$ cat src/rtl/fan_pwm_pkg.sv
package fan_pwm_pkg;
  localparam int unsigned CTRL_OFS  = 0;
  localparam int unsigned SPD_OFS   = 4;
  localparam int unsigned RUN_BIT   = 0;
  localparam int unsigned MODE_BIT  = 1;
  localparam int unsigned DUTY_LSB  = 16;
  localparam int unsigned DUTY_W    = 8;
  localparam int unsigned SPD_W     = 16;
  localparam logic [15:0] SPD_RST   = 16'd4000;
  localparam int unsigned STEPS     = 255;

  typedef struct packed {
    logic [DUTY_W-1:0] duty;
    logic              mode;
    logic              run;
  } ctrl_t;
endpackage

$ cat src/rtl/fan_pwm_prescale.sv
module fan_pwm_prescale #(
  parameter int unsigned DIV = 15686
) (
  input  logic clk_i,
  input  logic rst_ni,
  input  logic run_i,
  output logic tick_o
);
  localparam int unsigned CW = (DIV > 1) ? $clog2(DIV) : 1;
  localparam logic [CW-1:0] LAST = CW'(DIV - 1);

  logic [CW-1:0] cnt_q;

  always_ff @(posedge clk_i or negedge rst_ni) begin
    if (!rst_ni)              cnt_q <= '0;
    else if (!run_i)          cnt_q <= '0;
    else if (cnt_q == LAST)   cnt_q <= '0;
    else                      cnt_q <= cnt_q + 1'b1;
  end

  assign tick_o = run_i && (cnt_q == LAST);
endmodule

$ cat src/rtl/fan_pwm_steps.sv
module fan_pwm_steps #(
  parameter int unsigned STEPS = 255,
  parameter int unsigned SW    = 8
) (
  input  logic          clk_i,
  input  logic          rst_ni,
  input  logic          run_i,
  input  logic          tick_i,
  output logic [SW-1:0] step_o
);
  localparam logic [SW-1:0] LAST = SW'(STEPS - 1);

  always_ff @(posedge clk_i or negedge rst_ni) begin
    if (!rst_ni)      step_o <= '0;
    else if (!run_i)  step_o <= '0;   // position is discarded on stop
    else if (tick_i)  step_o <= (step_o == LAST) ? '0 : step_o + 1'b1;
  end
endmodule

$ cat src/rtl/fan_pwm_regs.sv
module fan_pwm_regs
  import fan_pwm_pkg::*;
#(
  parameter int unsigned ADDR_W = 4
) (
  input  logic              clk_i,
  input  logic              rst_ni,
  input  logic              req_i,
  input  logic              we_i,
  input  logic [ADDR_W-1:0] addr_i,
  input  logic [31:0]       wdata_i,
  output logic [31:0]       rdata_o,
  output ctrl_t             ctrl_o
);
  logic [SPD_W-1:0] spd_q;
  logic [31:0]      rd_mux;
  logic             hit_ctrl, hit_spd;

  assign hit_ctrl = (addr_i == ADDR_W'(CTRL_OFS));
  assign hit_spd  = (addr_i == ADDR_W'(SPD_OFS));

  always_comb begin
    rd_mux = '0;
    if (hit_ctrl) begin
      rd_mux[RUN_BIT]                 = ctrl_o.run;
      rd_mux[MODE_BIT]                = ctrl_o.mode;
      rd_mux[DUTY_LSB +: DUTY_W]      = ctrl_o.duty;
    end else if (hit_spd) begin
      rd_mux[SPD_W-1:0]               = spd_q;
    end
  end

  always_ff @(posedge clk_i or negedge rst_ni) begin
    if (!rst_ni) begin
      ctrl_o  <= '0;
      spd_q   <= SPD_RST;
      rdata_o <= '0;
    end else if (req_i) begin
      if (we_i) begin
        if (hit_ctrl) begin
          ctrl_o.run  <= wdata_i[RUN_BIT];
          ctrl_o.mode <= wdata_i[MODE_BIT];
          ctrl_o.duty <= wdata_i[DUTY_LSB +: DUTY_W];
        end else if (hit_spd) begin
          spd_q <= wdata_i[SPD_W-1:0];
        end
      end else begin
        rdata_o <= rd_mux;
      end
    end
  end
endmodule

$ cat src/rtl/fan_pwm_top.sv
module fan_pwm_top
  import fan_pwm_pkg::*;
#(
  parameter int unsigned ADDR_W = 4,
  parameter int unsigned DIV    = 15686
) (
  input  logic              clk_i,
  input  logic              rst_ni,
  input  logic              req_i,
  input  logic              we_i,
  input  logic [ADDR_W-1:0] addr_i,
  input  logic [31:0]       wdata_i,
  output logic [31:0]       rdata_o,
  output logic              pwm_o
);
  ctrl_t             ctrl;
  logic              tick;
  logic [DUTY_W-1:0] step_q;

  fan_pwm_regs #(.ADDR_W(ADDR_W)) u_regs (
    .clk_i, .rst_ni, .req_i, .we_i, .addr_i, .wdata_i, .rdata_o,
    .ctrl_o(ctrl)
  );

  fan_pwm_prescale #(.DIV(DIV)) u_pre (
    .clk_i, .rst_ni, .run_i(ctrl.run), .tick_o(tick)
  );

  fan_pwm_steps #(.STEPS(STEPS), .SW(DUTY_W)) u_steps (
    .clk_i, .rst_ni, .run_i(ctrl.run), .tick_i(tick), .step_o(step_q)
  );

  // Steps run 0..254, so duty 255 compares true on every step.
  assign pwm_o = ctrl.run && (step_q < ctrl.duty);
endmodule


$ cat config.mk
export PLATFORM = sky130hd
export DESIGN_NAME = fan_pwm_top
export DESIGN_NICKNAME = d
export VERILOG_FILES = /design/src/rtl/fan_pwm_pkg.sv /design/src/rtl/fan_pwm_prescale.sv /design/src/rtl/fan_pwm_steps.sv /design/src/rtl/fan_pwm_regs.sv /design/src/rtl/fan_pwm_top.sv
export SDC_FILE = /design/constraint.sdc
export NUM_CORES = 1
export LEC_CHECK = 0
export ABC_AREA = 1
export BUFFER_PORTS_ARGS = -buffer_cell sky130_fd_sc_hd__buf_2
export CAP_MARGIN = 5
export CELL_PAD_IN_SITES_DETAIL_PLACEMENT = 0
export CELL_PAD_IN_SITES_GLOBAL_PLACEMENT = 2
export CORE_MARGIN = 2
export CORE_UTILIZATION = 34
export CTS_CLUSTER_SIZE = 16
export DETAILED_ROUTE_END_ITERATION = 10
export GPL_TIMING_DRIVEN = 0
export PLACE_DENSITY = 0.82
export SYNTH_ARGS = -nofsm -noshare
export SYNTH_HDL_FRONTEND = slang
export SYNTH_SLANG_ARGS = --single-unit
$ cat constraint.sdc
create_clock -name clk_i -period 2.04 [get_ports clk_i]
set_input_delay 0.102 -clock clk_i [delete_from_list [all_inputs] [get_ports clk_i]]
set_output_delay 0.102 -clock clk_i [all_outputs]
set_load 0.05 [all_outputs]
* After elaboration in Yosys (flattened, before gate mapping)
Cells that the tools add are included.
** Operators by class
- Add/sub/neg operators :: 2
- Magnitude comparators :: 1
- Equality and inequality tests :: 4
- Multiplexer cells :: 9
- Bitwise logic cells :: 2
- Reduce and logical (&&, ||, !) cells :: 6
** Operators by type and width (count)
- $mux W14 :: 3
- $mux W8 :: 4
- $mux W16 :: 1
- $add A14 B1 Y14 const B :: 1
- $eq A14 B14 Y1 const B :: 1
- $add A8 B1 Y8 const B :: 1
- $eq A8 B8 Y1 const B :: 1
- $lt A8 B8 Y1 :: 1
- $eq A4 B3 Y1 const B :: 1
- $logic_not A4 Y1 :: 1
- $reduce_and A4 Y1 :: 1
- $reduce_and A3 Y1 :: 1
- $logic_and A1 B1 Y1 :: 2
- $mux W2 :: 1
- $ne A2 B2 Y1 const B :: 1
- $not A1 Y1 :: 2
- $reduce_and A2 Y1 :: 1
** Storage, ports and cells
- Flip-flop bits (word level) :: 72

* Logic depth before layout (Yosys ltp)
Gate-level depths: netlist of run 1.
- Depth after elaboration :: 4
- Mapped depth :: 9
- Mapped depth without buffers :: 9

* By module
From an unflattened synthesis of run 1, not the netlist that was laid out.
** Second synthesis, totals
- Cells, all modules :: 430
- Area, all modules :: 3703.6 um2
** Modules (own cells, without submodules)
- fan_pwm_regs :: instances 1, cells an instance 237, area each 2193.4 um2, seq. area each 1258.7 um2
- fan_pwm_prescale :: instances 1, cells an instance 100, area each 830.8 um2, seq. area each 350.3 um2
- fan_pwm_steps :: instances 1, cells an instance 60, area each 488.0 um2, seq. area each 200.2 um2
- fan_pwm_top :: instances 1, cells an instance 33, area each 191.4 um2, seq. area each 0.0 um2

* Worst setup path after synthesis of run 1
OpenSTA, ideal clock, no wires.
- Kind :: flip-flop to output port
- Start point :: reg u_steps.step_o[5]
- End point :: out pwm_o
- Data arrival time :: 1.624 ns
- Required time :: 1.938 ns
- Path slack :: 0.314 ns
- Cell stages (with the launch flop) :: 6
- Path buffers :: 0
- Cells stage by stage :: dfrtp_1 ha_1 a21oi_1 o21a_1 nand2_1 nor2_1
** On the way
- Longest elaborated chain between the ends :: 2
** RTL lines
- start: declaration :: RTL line fan_pwm_steps.sv:9 : output logic [SW-1:0] step_o
- start signal: assignment :: RTL line fan_pwm_steps.sv:16 : else if (tick_i) step_o <= (step_o == LAST) ? '0 : step_o + 1'b1;
- $lt A8 B8 Y1 :: RTL line fan_pwm_top.sv:34 : assign pwm_o = ctrl.run && (step_q < ctrl.duty);
- $logic_and A1 B1 Y1 :: RTL line fan_pwm_top.sv:34
- end: declaration :: RTL line fan_pwm_top.sv:14 : output logic pwm_o
Every way passes these cells.

* Worst setup path after layout of run 1
Same ends and word-level chain as after synthesis.

==> flow_metrics.py, run 1 <==
metrics = {
    "critical_path": {
        "slowest_stage": "dfrtp_2",
        "cp-start-kind": "flop",
        "end_kind": "primary output",
        "crit_fanout": 7,
        "cp.arrival_ns": 1.78,
        "critPathKind": "reg2out",
        "worstPathRequired_ns": 1.94,
        "slowest_delay_ns": 0.46,
        "path_cells": "ha_1 -> a21oi_1 -> o21a_1 -> nand2_1 -> nor2_2 -> buf_6",
        "reg2reg_depth": 8,
    },
    "clocking": {
        "htree_levels": 3,
        "clk_pin_slew_worst_paths_ns": 0.08,
        "cts_buffers": 9,
        "cts_num_sinks": 72,
        "clock_path_buffers": 2,
        "cts_tree": "built",
        "clock_latency_ns": 0.36,
        "cts_root_buf": "clkbuf_8",
    },
    "cells_and_area": {
        "layout.nets": 601,
        "n_antenna_cell": 0,
        "num-fill-cells": 1042,
        "syn2layout_area_growth_pct": 26.8,
        "drive_above_1_share": 0.247,
    },
    "sta": {
        "layout_min_cycle_time_ns": 1.88,
        "clock_skew_ns": 0.0105,
        "fin_crit_sh": 0.924,
        "rsz0062_at_grt": "false",
        "report.final.slew_viol_count": 0,
        "finalHoldViolations": 0,
        "fin_ws_ns": 0.156,
        "max_freq_mhz": 531,
        "setup_violations": 0,
        "setup_tns_ns": 0,
    },
    "yosys": {
        "async_reset_ff_frac": 1.00,
        "synth_top_family_by_area": "simple AND/OR/NAND/NOR gates",
        "avgSynthCellArea_um2": 8.17,
        "yosys.cell_count.top_type": "nand2_1",
        "synth_compound_area_frac": 0.0633,
        "ys_top_cells_by_area": "dfrtp_1 (45%), nand2_1 (14%), nand3_1 (6.1%), nor2_1 (4.7%), dfstp_2 (4.3%)",
        "yosys.area.top_type": "dfrtp_1",
        "synthFlopType": "dfrtp_1",
        "synth.cell_area_um2": 3680,
        "syn-instance-count": 450,
        "synthAdderAreaFrac": 0.0374,
        "synth_top_area_frac": 0.449,
        "synth-xor-area-share": 0.00715,
        "seq_area_frac_synth": 0.492,
        "synth-edff-count": 0,
        "yosys.cell_types.count": 33,
        "netlist_top_cells_count": "nand2_1 (141), dfrtp_1 (66), nor2_1 (46)",
        "synthMuxAreaShare": 0,
        "yosys_warnings": 0,
        "ys_ff_latch": 72,
        "synth-simple-area-share": 0.322,
    },
    "power_and_ir_drop": {
        "power.density_nw_per_um2": 727,
        "vdd_drop_max_uv": 327,
        "net-switching-power_w": 0.000979,
        "internal_power_w": 0.00241,
        "cellLeakagePower_nw": 2.36,
        "combinationalPowerShare": 0.157,
        "switching_share": 0.289,
        "seqPwrFrac": 0.482,
        "clockPowerShare": 0.361,
    },
    "outcome": {
        "status": "completed",
    },
    "detailed_routing": {
        "drc": 0,
        "ant_nets": 0,
        "routed_via_density": 4.51,
        "drt_iter0_markers": 125,
        "wl_per_cell_um": 12.9,
        "vias": 3115,
        "first_pass_iters": 4,
        "finalWirelength_mm": 8.94,
    },
    "global_route": {
        "antenna_found_initial": 0,
        "grt-ovfl-total": 0,
        "grt_pass1_wl_mm": 15.0,
        "gr-usage-all-layers": 0.166,
        "grt_pass1_vias": 3076,
        "grt_max_degree": 48,
    },
    "placement": {
        "post-place-ws_ns": 0.387,
        "io_buffers": 56,
        "dpl.hpwl_mm": 6.36,
        "gp_congestion": 0.787,
    },
    "die": {
        "start_util": 0.353,
        "core_um2": 10400,
        "dieHeight_um": 108,
        "fp-row-count": 37,
        "io_pins": 73,
        "die_w_um": 108,
        "dieArea_um2": 11700,
    },
    "worst_hold_path": {
        "hold_depth": 5,
        "worstHoldPathType": "in2reg",
    },
    "flow_run": {
        "cap_violations": 0,
    },
}
power groups by stage:
stage	Combinational (W)	Clock (W)	Sequential, W
2_1_floorplan	0.000273	0	0.00170
5_1_grt	0.000595	0.00133	0.00165
6_report	0.000532	0.00122	0.00163
3_3_place_gp	0.000484	0	0.00165
3_5_place_dp	0.000497	0	0.00166
4_1_cts	0.000536	0.00126	0.00163
worst max-delay path: cells and delay by family, from the launching register on:
family,cells,cell delay (ns)
flops,1,0.46
fa+ha+maj,1,0.30
compound gates,2,0.28
simple gates,2,0.20
buf+inv,1,0.18
sequential cells by signal (all words and copies together) (netlist names):
register        count
u_pre.cnt_q        14
u_regs.rdata_o     24
u_regs.ctrl_o      10
u_steps.step_o      8
u_regs.spd_q       16
final timing paths:
check	endpoint	startpoint	slack, ns
min in group asynchronous	u_regs.rdata_o[20]$_DFFE_PN0P_	rst_ni	0.20
min reg2reg	u_regs.spd_q[9]$_DFFE_PN1P_	u_regs.spd_q[9]$_DFFE_PN1P_	0.47
max reg2reg	u_steps.step_o[4]$_DFFE_PN0P_	u_pre.cnt_q[0]$_DFF_PN0_	0.52
min	u_regs.spd_q[5]$_DFFE_PN1P_	req_i	0.16
max in group asynchronous	u_regs.spd_q[9]$_DFFE_PN1P_	rst_ni	1.21
max	pwm_o	u_steps.step_o[5]$_DFFE_PN0P_	0.16
kinds of logic after synthesis:
| logic type | Yosys count |
|---|---|
| xor+xnor | 3 |
| other cells | 1 |
| flops | 72 |
| simple gates | 267 |
| buf+inv | 61 |
| compound gates | 35 |
| fa+ha+maj | 11 |
through the flow:
step / instances / instance area, um^2 / utilization / hold slack [ns] / total power [W]
floorplan: 457 / 3700 / - / -0.194 / 0.00198
global placement: 649 / 4150 / 0.399 / 0.329 / 0.00214
detailed placement: 650 / 4180 / 0.402 / 0.0534 / 0.00215
CTS: 691 / 4650 / 0.447 / 0.145 / 0.00343
global route: 691 / 4660 / 0.447 / 0.188 / 0.00357
finish: 691 / 4660 / 0.447 / 0.162 / 0.00339
cell type report:
| cell class | count | area [um^2] | area share |
|---|---|---|---|
| buffer | 22 | 136 | 0.0293 |
| clock inverter | 4 | 51.3 | 0.0110 |
| inverter | 39 | 146 | 0.0314 |
| timing repair buffer | 82 | 567 | 0.122 |
| sequential | 72 | 1810 | 0.389 |
| tap | 136 | 170 | 0.0365 |
| multi-input combinational | 324 | 1610 | 0.346 |
| clock buffer | 12 | 165 | 0.0354 |
per-layer routing:
layer	wire length, um	global-route usage	part of all wire	vias up
li1	-	-	-	1614
met1	4520	0.237	0.51	1431
met2	3980	0.248	0.44	62
met3	333	0.0295	0.037	8
met4	115	0.0714	0.013	0
met5	0	0	0	-
layout by cell type, fill, tap and decap left out, types with 3 or more instances in the layout:
master / synthesis / final
nor2_4: 4 / 4
o21ai_1: 5 / 5
nand3_1: 45 / 45
nand2_1: 141 / 141
ha_1: 11 / 11
clkbuf_8: 0 / 12
dfstp_2: 6 / 6
conb_1: 1 / 8
buf_4: 9 / 10
nand4_1: 6 / 6
inv_2: 4 / 4
o21ai_0: 7 / 7
nand3_2: 3 / 3
buf_2: 10 / 64
a21oi_2: 7 / 7
a21oi_1: 4 / 4
nor2_1: 46 / 45
nor3_1: 4 / 4
dlygate4sd3_1: 0 / 25
nor2_2: 8 / 9
o31ai_1: 7 / 7
dfrtp_1: 66 / 65
nand2_2: 7 / 7
inv_1: 35 / 35
what timing repair did:
action                     CTS  global route
setup endpoints to repair    1             1
gates cloned                 0             0
resized for setup            1             3
setup buffers                0             0
hold endpoints to repair    49             0
hold buffers                25             0
Note: power is estimated with default switching activity, not from simulation.
==> run 2: changes to the inputs <==
- PLACE_DENSITY: 0.82 -> unset
- PLACE_DENSITY_LB_ADDON: unset -> 0.1
==> run 2 against run 1 <==
- critical path depth rose by 1
- clock-buffer cell count fell by 2
- maximum frequency shrank 1.6%
- design area fell by 1.6%
- sequential power about the same
- global-route usage fell by 0.22 points
- worst hold slack worse by 0.14 ns
- non-clock buffer count is 5 lower
- sequential share of layout area grew 0.65 points
- flip-flop and latch count is the same
- highest routed layer unchanged
==> flow_metrics.py, run 2 (same netlist as run 1, synthesis figures left out) <==
metrics = {
    "critical_path": {
        "slowest_stage": "dfrtp_1",
        "crit_cells": 7,
        "cp-start-kind": "flop",
        "r2r_slack_ns": 0.54,
        "end_kind": "primary output",
        "reg2reg_to": "u_steps.step_o[2]$_DFFE_PN0P_",
        "reg2reg_depth": 8,
        "worstPathRequired_ns": 1.94,
        "cp.arrival_ns": 1.81,
        "slowest_delay_ns": 0.37,
        "cp_top_family": "buffers and inverters",
        "cp_num_buf_inv": 2,
        "crit_start": "u_regs.ctrl_o[7]$_DFFE_PN0P_",
        "critPathKind": "reg2out",
        "path_cells": "inv_1 -> ha_1 -> a21oi_1 -> o21a_1 -> nand2_1 -> nor2_1 -> clkbuf_4",
        "worstReg2RegStart": "u_pre.cnt_q[0]$_DFF_PN0_",
        "crit_fanout": 3,
        "crit_end": "pwm_o",
    },
    "die": {
        "dieArea_um2": 11700,
        "die_w_um": 108,
        "io_pins": 73,
        "core_um2": 10400,
        "dieHeight_um": 108,
        "fp-row-count": 37,
        "start_util": 0.353,
    },
    "clocking": {
        "clock_latency_ns": 0.34,
        "cts_setup_buffers": 0,
        "cts_tree": "built",
        "cts_buffers": 9,
        "cts_root_buf": "clkbuf_8",
        "htree_levels": 3,
        "clk_pin_slew_worst_paths_ns": 0.08,
        "clock_path_buffers": 2,
        "cts_num_sinks": 72,
    },
    "sta": {
        "setup_tns_ns": 0,
        "fin_crit_sh": 0.939,
        "finalHoldViolations": 0,
        "layout_min_cycle_time_ns": 1.91,
        "setup_violations": 0,
        "report.final.slew_viol_count": 0,
        "rsz0062_at_grt": "false",
        "max_freq_mhz": 522,
        "clock_skew_ns": 0.00885,
    },
    "cells_and_area": {
        "regMostFlops": "u_regs.rdata_o",
        "syn2layout_area_growth_pct": 24.7,
        "largest_register_ffs": 24,
        "n_antenna_cell": 0,
        "layout.nets": 596,
        "finalInstanceArea_um2": 4580,
        "fin_util": 0.440,
        "reg_top3": "u_regs.rdata_o (24), u_regs.spd_q (16), u_pre.cnt_q (14)",
        "final_common_cell": "nand2_1",
        "layout_common_cells": "nand2_1 (141), dfrtp_1 (65), buf_2 (64)",
        "drive_above_1_share": 0.245,
    },
    "detailed_routing": {
        "wl_per_cell_um": 12.7,
        "drc": 0,
        "routed_via_density": 4.53,
        "finalWirelength_mm": 8.74,
        "ant_nets": 0,
        "vias": 3107,
        "drt_iter0_markers": 151,
        "first_pass_iters": 5,
    },
    "placement": {
        "gp_congestion": 0.794,
        "io_buffers": 56,
        "dpl.hpwl_mm": 6.22,
        "placed_area_um2": 4180,
    },
    "global_route": {
        "grt_pass1_vias": 3095,
        "antenna_found_initial": 0,
        "grt-ovfl-total": 0,
        "grt_pass1_wl_mm": 15.0,
        "gr-usage-all-layers": 0.164,
        "grt_max_degree": 61,
    },
    "power_and_ir_drop": {
        "cellLeakagePower_nw": 2.33,
        "power.density_nw_per_um2": 720,
        "power_w": 0.00330,
        "vdd_drop_max_uv": 297,
    },
    "worst_hold_path": {
        "worstHoldPathType": "in2reg",
    },
    "outcome": {
        "status": "completed",
    },
    "flow_run": {
        "cap_violations": 0,
    },
}
## run 2: cell count changes in the layout (fill, tap and decap cells not counted), sizes merged
cell,delta
inv,+1
buf,-1
dlygate4sd3,-5
clkinv,+1
clkbuf,-1
## run 2: worst min-delay path by stage
stage	from	to	cells after the start
detailed placement	rst_ni	u_regs.rdata_o[22]$_DFFE_PN0P_	1
floorplan	rst_ni	u_pre.cnt_q[0]$_DFF_PN0_	0
global placement	wdata_i[8]	u_regs.spd_q[8]$_DFFE_PN1P_	3
CTS	wdata_i[4]	u_regs.spd_q[4]$_DFFE_PN0P_	3
finish	wdata_i[6]	u_regs.spd_q[6]$_DFFE_PN0P_	3
global route	wdata_i[6]	u_regs.spd_q[6]$_DFFE_PN0P_	3
## run 2: cell type report
| cell class | instances | area (um^2) |
|---|---|---|
| clock buffer | 10 | 128 |
| inverter | 39 | 146 |
| sequential | 72 | 1810 |
| buffer | 22 | 136 |
| fill | 1079 | 5830 |
| clock inverter | 6 | 68.8 |
| multi-input combinational | 324 | 1610 |
| tap | 136 | 170 |
| timing repair buffer | 77 | 513 |
## run 2: per-stage QoR
stage,setup slack [ns],hold WS (ns),instances
2_1_floorplan,0.314,-0.194,457
3_3_place_gp,0.335,0.332,649
3_5_place_dp,0.452,-0.0258,650
4_1_cts,0.0531,0.000164,686
5_1_grt,0.00282,0.0184,686
6_report,0.125,0.0182,686
## run 2: worst reg2reg max path, stage by stage (launching register included)
cell and delay [ns]:
dfrtp_1 0.47, ha_1 0.21, nand2_1 0.06, nor2_1 0.12
nand3_2 0.10, nor2_4 0.21, nor2_4 0.11, nand2_1 0.07
nand2_1 0.05
## run 2: routing by layer
metal  GRT usage  part of all wire
met4      0.0531            0.0062
met3      0.0301             0.037
met1       0.237              0.51
met2       0.249              0.44
met5           0                 0
## run 2: what timing repair did
item,4_1_cts,5_1_grt
endpoints found under the hold margin,85,0
gates resized for setup,0,2
hold buffers,20,0
setup endpoints to repair,0,1
## run 2: power breakdown
group	switching [W]	leakage (nW)	internal [W]	total (W)
Combinational	0.000345	1.30	0.000171	0.000516
Clock	0.000580	0.0968	0.000573	0.00115
Sequential	0.0000711	0.936	0.00156	0.00163
Total	0.000996	2.33	0.00230	0.00330
